$ cat src/rtl/gpio_csr_pkg.sv
package gpio_csr_pkg;

    localparam int CSR_AW       = 12;
    localparam int CSR_DW       = 64;
    localparam int GPIO_LINES   = 20;
    localparam int CFG_LO_LINES = 16;
    localparam int CFG_HI_BASE  = 'h100;
    localparam int OFF_RXDAT    = 'h80;
    localparam int OFF_SET      = 'h88;
    localparam int OFF_CLR      = 'h90;
    localparam int LINE_IDX_W   = 8;

    typedef enum logic [2:0] {
        ACC_NONE  = 3'd0,
        ACC_CFG   = 3'd1,
        ACC_RXDAT = 3'd2,
        ACC_SET   = 3'd3,
        ACC_CLR   = 3'd4
    } acc_kind_e;

    typedef struct packed {
        acc_kind_e               kind;
        logic [LINE_IDX_W-1:0]   line;
    } acc_dec_t;

endpackage

$ cat src/rtl/gpio_addr_dec.sv
module gpio_addr_dec
    import gpio_csr_pkg::*;
#(
    parameter int AW        = CSR_AW,
    parameter int NUM_LINES = GPIO_LINES,
    parameter int LO_LINES  = CFG_LO_LINES,
    parameter int HI_BASE   = CFG_HI_BASE
) (
    input  logic [AW-1:0] addr,
    output acc_dec_t      dec
);

    localparam int             HI_LINES = NUM_LINES - LO_LINES;
    localparam logic [AW-1:0]  LO_END   = AW'(LO_LINES * 8);
    localparam logic [AW-1:0]  HI_START = AW'(HI_BASE);
    localparam logic [AW-1:0]  HI_END   = AW'(HI_BASE + HI_LINES * 8);
    localparam logic [AW-1:0]  A_RXDAT  = AW'(OFF_RXDAT);
    localparam logic [AW-1:0]  A_SET    = AW'(OFF_SET);
    localparam logic [AW-1:0]  A_CLR    = AW'(OFF_CLR);

    logic [AW-1:0] hi_off;

    always_comb begin
        dec.kind = ACC_NONE;
        dec.line = '0;
        hi_off   = addr - HI_START;
        if (addr[2:0] == 3'b000) begin
            if (addr < LO_END) begin
                dec.kind = ACC_CFG;
                dec.line = LINE_IDX_W'(addr >> 3);
            end else if (addr >= HI_START && addr < HI_END) begin
                dec.kind = ACC_CFG;
                dec.line = LINE_IDX_W'(LO_LINES) + LINE_IDX_W'(hi_off >> 3);
            end else if (addr == A_RXDAT) begin
                dec.kind = ACC_RXDAT;
            end else if (addr == A_SET) begin
                dec.kind = ACC_SET;
            end else if (addr == A_CLR) begin
                dec.kind = ACC_CLR;
            end
        end
    end

endmodule

$ cat src/rtl/gpio_in_sync.sv
module gpio_in_sync #(
    parameter int W = gpio_csr_pkg::GPIO_LINES
) (
    input  logic         clk,
    input  logic         rst,
    input  logic [W-1:0] async_in,
    output logic [W-1:0] sync_out
);

    logic [W-1:0] meta_q;
    logic [W-1:0] stable_q;

    always_ff @(posedge clk) begin
        if (rst) begin
            meta_q   <= '0;
            stable_q <= '0;
        end else begin
            meta_q   <= async_in;
            stable_q <= meta_q;
        end
    end

    assign sync_out = stable_q;

endmodule

$ cat src/rtl/gpio_pin_bank.sv
module gpio_pin_bank
    import gpio_csr_pkg::*;
#(
    parameter int NUM_LINES = GPIO_LINES,
    parameter int DW        = CSR_DW
) (
    input  logic                 clk,
    input  logic                 rst,
    input  logic                 wr,
    input  acc_dec_t             dec,
    input  logic [DW-1:0]        wdata,
    output logic [NUM_LINES-1:0] oe,
    output logic [NUM_LINES-1:0] out,
    output logic                 cfg_bit
);

    logic [NUM_LINES-1:0] oe_q;
    logic [NUM_LINES-1:0] out_q;
    logic [NUM_LINES-1:0] line_hit;
    logic [NUM_LINES-1:0] cfg_we;
    logic [NUM_LINES-1:0] wmask;
    logic                 set_we;
    logic                 clr_we;

    assign wmask  = wdata[NUM_LINES-1:0];
    assign set_we = wr && (dec.kind == ACC_SET);
    assign clr_we = wr && (dec.kind == ACC_CLR);

    for (genvar i = 0; i < NUM_LINES; i++) begin : g_line
        assign line_hit[i] = (dec.kind == ACC_CFG) && (dec.line == LINE_IDX_W'(i));
        assign cfg_we[i]   = wr && line_hit[i];
    end

    always_ff @(posedge clk) begin
        if (rst) begin
            oe_q <= '0;
        end else begin
            oe_q <= (oe_q & ~cfg_we) | (cfg_we & {NUM_LINES{wdata[0]}});
        end
    end

    always_ff @(posedge clk) begin
        if (rst) begin
            out_q <= '0;
        end else if (set_we) begin
            out_q <= out_q | wmask;
        end else if (clr_we) begin
            out_q <= out_q & ~wmask;
        end
    end

    assign cfg_bit = |(oe_q & line_hit);
    assign oe      = oe_q;
    assign out     = out_q;

    AST_SET_FORCES_ONES: assert property (@(posedge clk) disable iff (rst)
        set_we |=> ((out_q & $past(wmask)) == $past(wmask)));
    AST_CLR_FORCES_ZEROS: assert property (@(posedge clk) disable iff (rst)
        clr_we |=> ((out_q & $past(wmask)) == '0));
    AST_LATCH_HOLDS: assert property (@(posedge clk) disable iff (rst)
        !(set_we || clr_we) |=> $stable(out_q));
    AST_OE_HOLDS: assert property (@(posedge clk) disable iff (rst)
        !(wr && dec.kind == ACC_CFG) |=> $stable(oe_q));

endmodule

$ cat src/rtl/gpio_csr_ctrl.sv
module gpio_csr_ctrl
    import gpio_csr_pkg::*;
#(
    parameter int AW        = CSR_AW,
    parameter int DW        = CSR_DW,
    parameter int NUM_LINES = GPIO_LINES
) (
    input  logic                 clk,
    input  logic                 rst,
    input  logic                 csr_wr,
    input  logic                 csr_rd,
    input  logic [AW-1:0]        csr_addr,
    input  logic [DW-1:0]        csr_wdata,
    output logic [DW-1:0]        csr_rdata,
    input  logic [NUM_LINES-1:0] pin_in,
    output logic [NUM_LINES-1:0] pin_out,
    output logic [NUM_LINES-1:0] pin_oe
);

    acc_dec_t             dec;
    logic [NUM_LINES-1:0] pin_sync;
    logic                 cfg_bit;
    logic [DW-1:0]        rd_val;
    logic [DW-1:0]        rdata_q;

    gpio_addr_dec #(
        .AW        (AW),
        .NUM_LINES (NUM_LINES),
        .LO_LINES  (CFG_LO_LINES),
        .HI_BASE   (CFG_HI_BASE)
    ) u_dec (
        .addr (csr_addr),
        .dec  (dec)
    );

    gpio_in_sync #(.W(NUM_LINES)) u_sync (
        .clk      (clk),
        .rst      (rst),
        .async_in (pin_in),
        .sync_out (pin_sync)
    );

    gpio_pin_bank #(.NUM_LINES(NUM_LINES), .DW(DW)) u_bank (
        .clk     (clk),
        .rst     (rst),
        .wr      (csr_wr),
        .dec     (dec),
        .wdata   (csr_wdata),
        .oe      (pin_oe),
        .out     (pin_out),
        .cfg_bit (cfg_bit)
    );

    always_comb begin
        case (dec.kind)
            ACC_CFG:   rd_val = DW'(cfg_bit);
            ACC_RXDAT: rd_val = DW'(pin_sync);
            default:   rd_val = '0;
        endcase
    end

    always_ff @(posedge clk) begin
        if (rst) begin
            rdata_q <= '0;
        end else begin
            rdata_q <= csr_rd ? rd_val : '0;
        end
    end

    assign csr_rdata = rdata_q;

    AST_RDATA_IDLE_ZERO: assert property (@(posedge clk) disable iff (rst)
        !csr_rd |=> (csr_rdata == '0));
    AST_MASK_REGS_READ_ZERO: assert property (@(posedge clk) disable iff (rst)
        (csr_rd && (dec.kind == ACC_SET || dec.kind == ACC_CLR)) |=> (csr_rdata == '0));
    AST_CFG_READ_ONE_BIT: assert property (@(posedge clk) disable iff (rst)
        (csr_rd && dec.kind == ACC_CFG) |=> (csr_rdata[DW-1:1] == '0));

endmodule

$ cat config.mk
export PLATFORM = sky130hd
export DESIGN_NAME = gpio_csr_ctrl
export DESIGN_NICKNAME = d
export VERILOG_FILES = /design/src/rtl/gpio_csr_pkg.sv /design/src/rtl/gpio_addr_dec.sv /design/src/rtl/gpio_in_sync.sv /design/src/rtl/gpio_pin_bank.sv /design/src/rtl/gpio_csr_ctrl.sv
export SDC_FILE = /design/constraint.sdc
export NUM_CORES = 1
export LEC_CHECK = 0
export BUFFER_PORTS_ARGS = -buffer_cell sky130_fd_sc_hd__buf_2
export CAP_MARGIN = 20
export CORE_AREA = 2 2 96 98
export DETAILED_ROUTE_END_ITERATION = 10
export DIE_AREA = 0 0 98 100
export PLACE_DENSITY = 0.84
export SKIP_LAST_GASP = 1
export SYNTH_ARGS = -nofsm -noshare
export SYNTH_HDL_FRONTEND = slang
export SYNTH_SLANG_ARGS = --single-unit
$ cat constraint.sdc
create_clock -name clk -period 4.8 [get_ports clk]
set_clock_uncertainty 0.1 [all_clocks]
set_input_delay 1.44 -clock clk [delete_from_list [all_inputs] [get_ports clk]]
set_output_delay 1.44 -clock clk [all_outputs]
set_load 0.05 [all_outputs]
==> impl_metrics.ini <==
[outcome]
status = complete, no violations

[clock_tree]
max-clock-path-buffers = 2
cts_resized = 0
tritoncts = yes
cts_setup_buffers = 0
h-tree-depth = 3
root_buffer = clkbuf_8
cts.sinks = 100
cts-hold-fix-buffers = 0
clk_latency_ns = 0.36
numCtsBuffers = 9
clk_pin_slew_worst_paths_ns = 0.11

[power_and_ir_drop]
p_per_area_nw_per_um2 = 308
netSwitchingPower_uw = 451
p_int_uw = 1090
total_power_uw = 1540
vdd_ir_drop_max_uv = 131
power_leakage_uw = 0.00215
pwr-share-seq_pct = 55.0
switching_share_pct = 29.3
p_clk_share_pct = 33.5
p_comb_share_pct = 11.4

[floorplan]
die-width_um = 98
coreArea_um2 = 8890
rows = 35
die_y_um = 100
ios = 204
initial_core_util_pct = 48.4
die-area_um2 = 9800

[setup_path]
critPathTopFamily = simple AND/OR/NAND/NOR gates
crit_path_start = csr_addr[8]
r2r_slack_ns = 3.33
end_kind = flip-flop
crit_buf_inv = 2
worst_r2r_path_depth = 5
startpoint_type = primary input
timing.rr.end = csr_rdata[0]
crit_slowest_cell = or3b_4
max_stage_delay_ns = 0.45
cp_num_cells = 10
cp_max_fo = 12
cp.required_ns = 4.91
cp.arrival_ns = 3.86
crit_chain = buf_2 > inv_1 > ha_1 > or3b_4 > nor2_2 > o2bb2ai_2 > o2111ai_4 > nor4b_4 > mux2i_1 > nor2_1
path_class = primary input to flip-flop

[layout]
drive_gt1_share_pct = 29.1
nNetsFinal = 663
antenna_cells = 0
area_growth_pct = 16.0

[placed_design]
detailed_place_hpwl_um = 6470
post-place-ws_ns = 0.720
gp_congestion = 0.874
port-buffer-count = 115

[synthesis]
yosysWarningCount = 0
syn_avg_cell_area_um2 = 9.59
syn_inst = 449
async_reset_ff_share_pct = 0
seq_area_frac_synth_pct = 46.5
synth_ff_type = dfxtp_1
synth_enable_flop_cells = 0
synthDistinctLibCells = 56
syn_area_um2 = 4310
synth.area.top_cells = dfxtp_1, buf_4, nor2b_1
ys_ff_latch = 100
yosysTopAreaCell = dfxtp_1
synth_top_area_share_pct = 46.5

[sta]
finalMaxSlewViolations = 0
slew_headroom_pct = 49.5
min_period_ns = 3.74
timing.fmax_ghz = 0.267
grt_setup_unrepaired = no
setup_viol = 0
tns_ns = 0
hold_viol_final = 0
setup_ws_ns = 1.06
fin_crit_sh_pct = 78.0
tightest_slew_ns = 0.757

[flow_run]
maxCapViolCount = 0

[global_routing]
antenna_found_initial = 0
overflow = 0
grt_max_degree = 81
grt_util_all_layers_pct = 17.9
first_global_vias = 3016
grt_pass1_wl_um = 14300

[detailed_routing]
wl_um = 8870
post_drt_wl_per_cell_um = 13.2
antenna_left = 0
drt_iter0_drc = 159
vias = 3360
vias_per_cell = 4.99
drc_errors = 0
firstDrtPassIters = 4

[worst_hold_path]
worstHoldStart = u_sync.meta_q[9]
hold_depth = 1
worstHoldPathType = flip-flop to flip-flop
worstHoldEndpoint = u_sync.sync_out[9]
-- metrics by stage --
step / hold WS (ns) / utilization, % / instances / area [µm²]
floorplan: 0.306 / - / 492 / 4470
global placement: 0.308 / 54.0 / 658 / 4800
detailed placement: 0.312 / 54.0 / 658 / 4800
CTS: 0.337 / 56.2 / 674 / 5000
global route: 0.349 / 56.2 / 674 / 5000
finish: 0.333 / 56.2 / 674 / 5000
-- cell usage after synthesis (2+ instances only) --
master    count
a211oi_1      3
nand2_1      30
nor3_2        5
buf_2         8
o21ai_0       4
and2_1       21
nand3_1       6
nor2_1       49
nand4_1       3
inv_1         7
buf_4        45
dfxtp_1     100
nor4_1        4
a21oi_1       4
and3_1        2
ha_1          5
a31oi_1       2
mux2_2        3
nor3_1       11
o21ai_1       2
o31ai_1       2
mux2i_1      22
a22oi_1      23
nand3b_1      2
nor2b_1      43
clkbuf_1     11
a21o_1        2
nor3b_1       2
-- worst max path at each step --
stage	to	slack, ns
final	flip-flop	1.06
after floorplan	flip-flop	1.28
after global placement	flip-flop	0.82
after CTS	flip-flop	1.09
after global routing	flip-flop	0.92
after detailed placement	flip-flop	0.72
-- cells by family after synthesis --
logic type / count (synthesis) / synth area share, %
AND/OR/NAND/NOR: 190 / 24.8
flip-flops: 100 / 46.5
buffers and inverters: 72 / 10.6
AO/OA/AOI/OAI: 55 / 10.4
multiplexers: 25 / 5.90
adder cells (fa/ha/maj): 5 / 1.45
other: 1 / 0.0871
XOR/XNOR: 1 / 0.203
-- per-layer routing --
metal	wire length, µm	up-vias	global-route usage, %
met3	613	7	4.04
met5	0	-	0
met4	104	0	6.09
met2	4450	132	31.8
li1	-	1645	-
met1	3700	1576	21.3
-- cell type report --
cell class	count	area, µm²
repair buffers	120	613
inverters	7	26.3
well taps	111	139
flip-flops and latches	100	2000
fillers	780	3890
clock inverters	7	73.8
multi-input cells	320	2020
clock buffers	9	124
-- layout by cell type, fill, tap and decap left out, types with 3 or more instances in the layout --
cell	n
o21ai_0	4
a211oi_1	3
clkbuf_8	9
buf_4	5
nor4_1	4
and2_1	21
nor3_1	9
nor2_1	49
buf_2	115
nor3_2	7
mux2i_1	22
nor2b_1	43
mux2_2	3
dfxtp_1	100
nand2_1	30
a22oi_1	23
inv_1	7
a21oi_1	4
nand3_1	6
ha_1	5
nand4_1	3
conb_1	44
-- worst reg2reg max path, delay by kind of cell (launching register included) --
kind	cells	cell delay, ns
mux	1	0.27
flops	1	0.34
compound gates	4	0.65
-- power groups by stage --
stage                     registers [µW]  clock network (µW)  logic [µW]
after detailed placement             867                   0         174
after global placement               866                   0         170
final                                847                 516         176
after floorplan                      866                   0         161
after global routing                 849                 571         187
after CTS                            848                 539         174
Note: power is estimated with default switching activity, not from simulation.
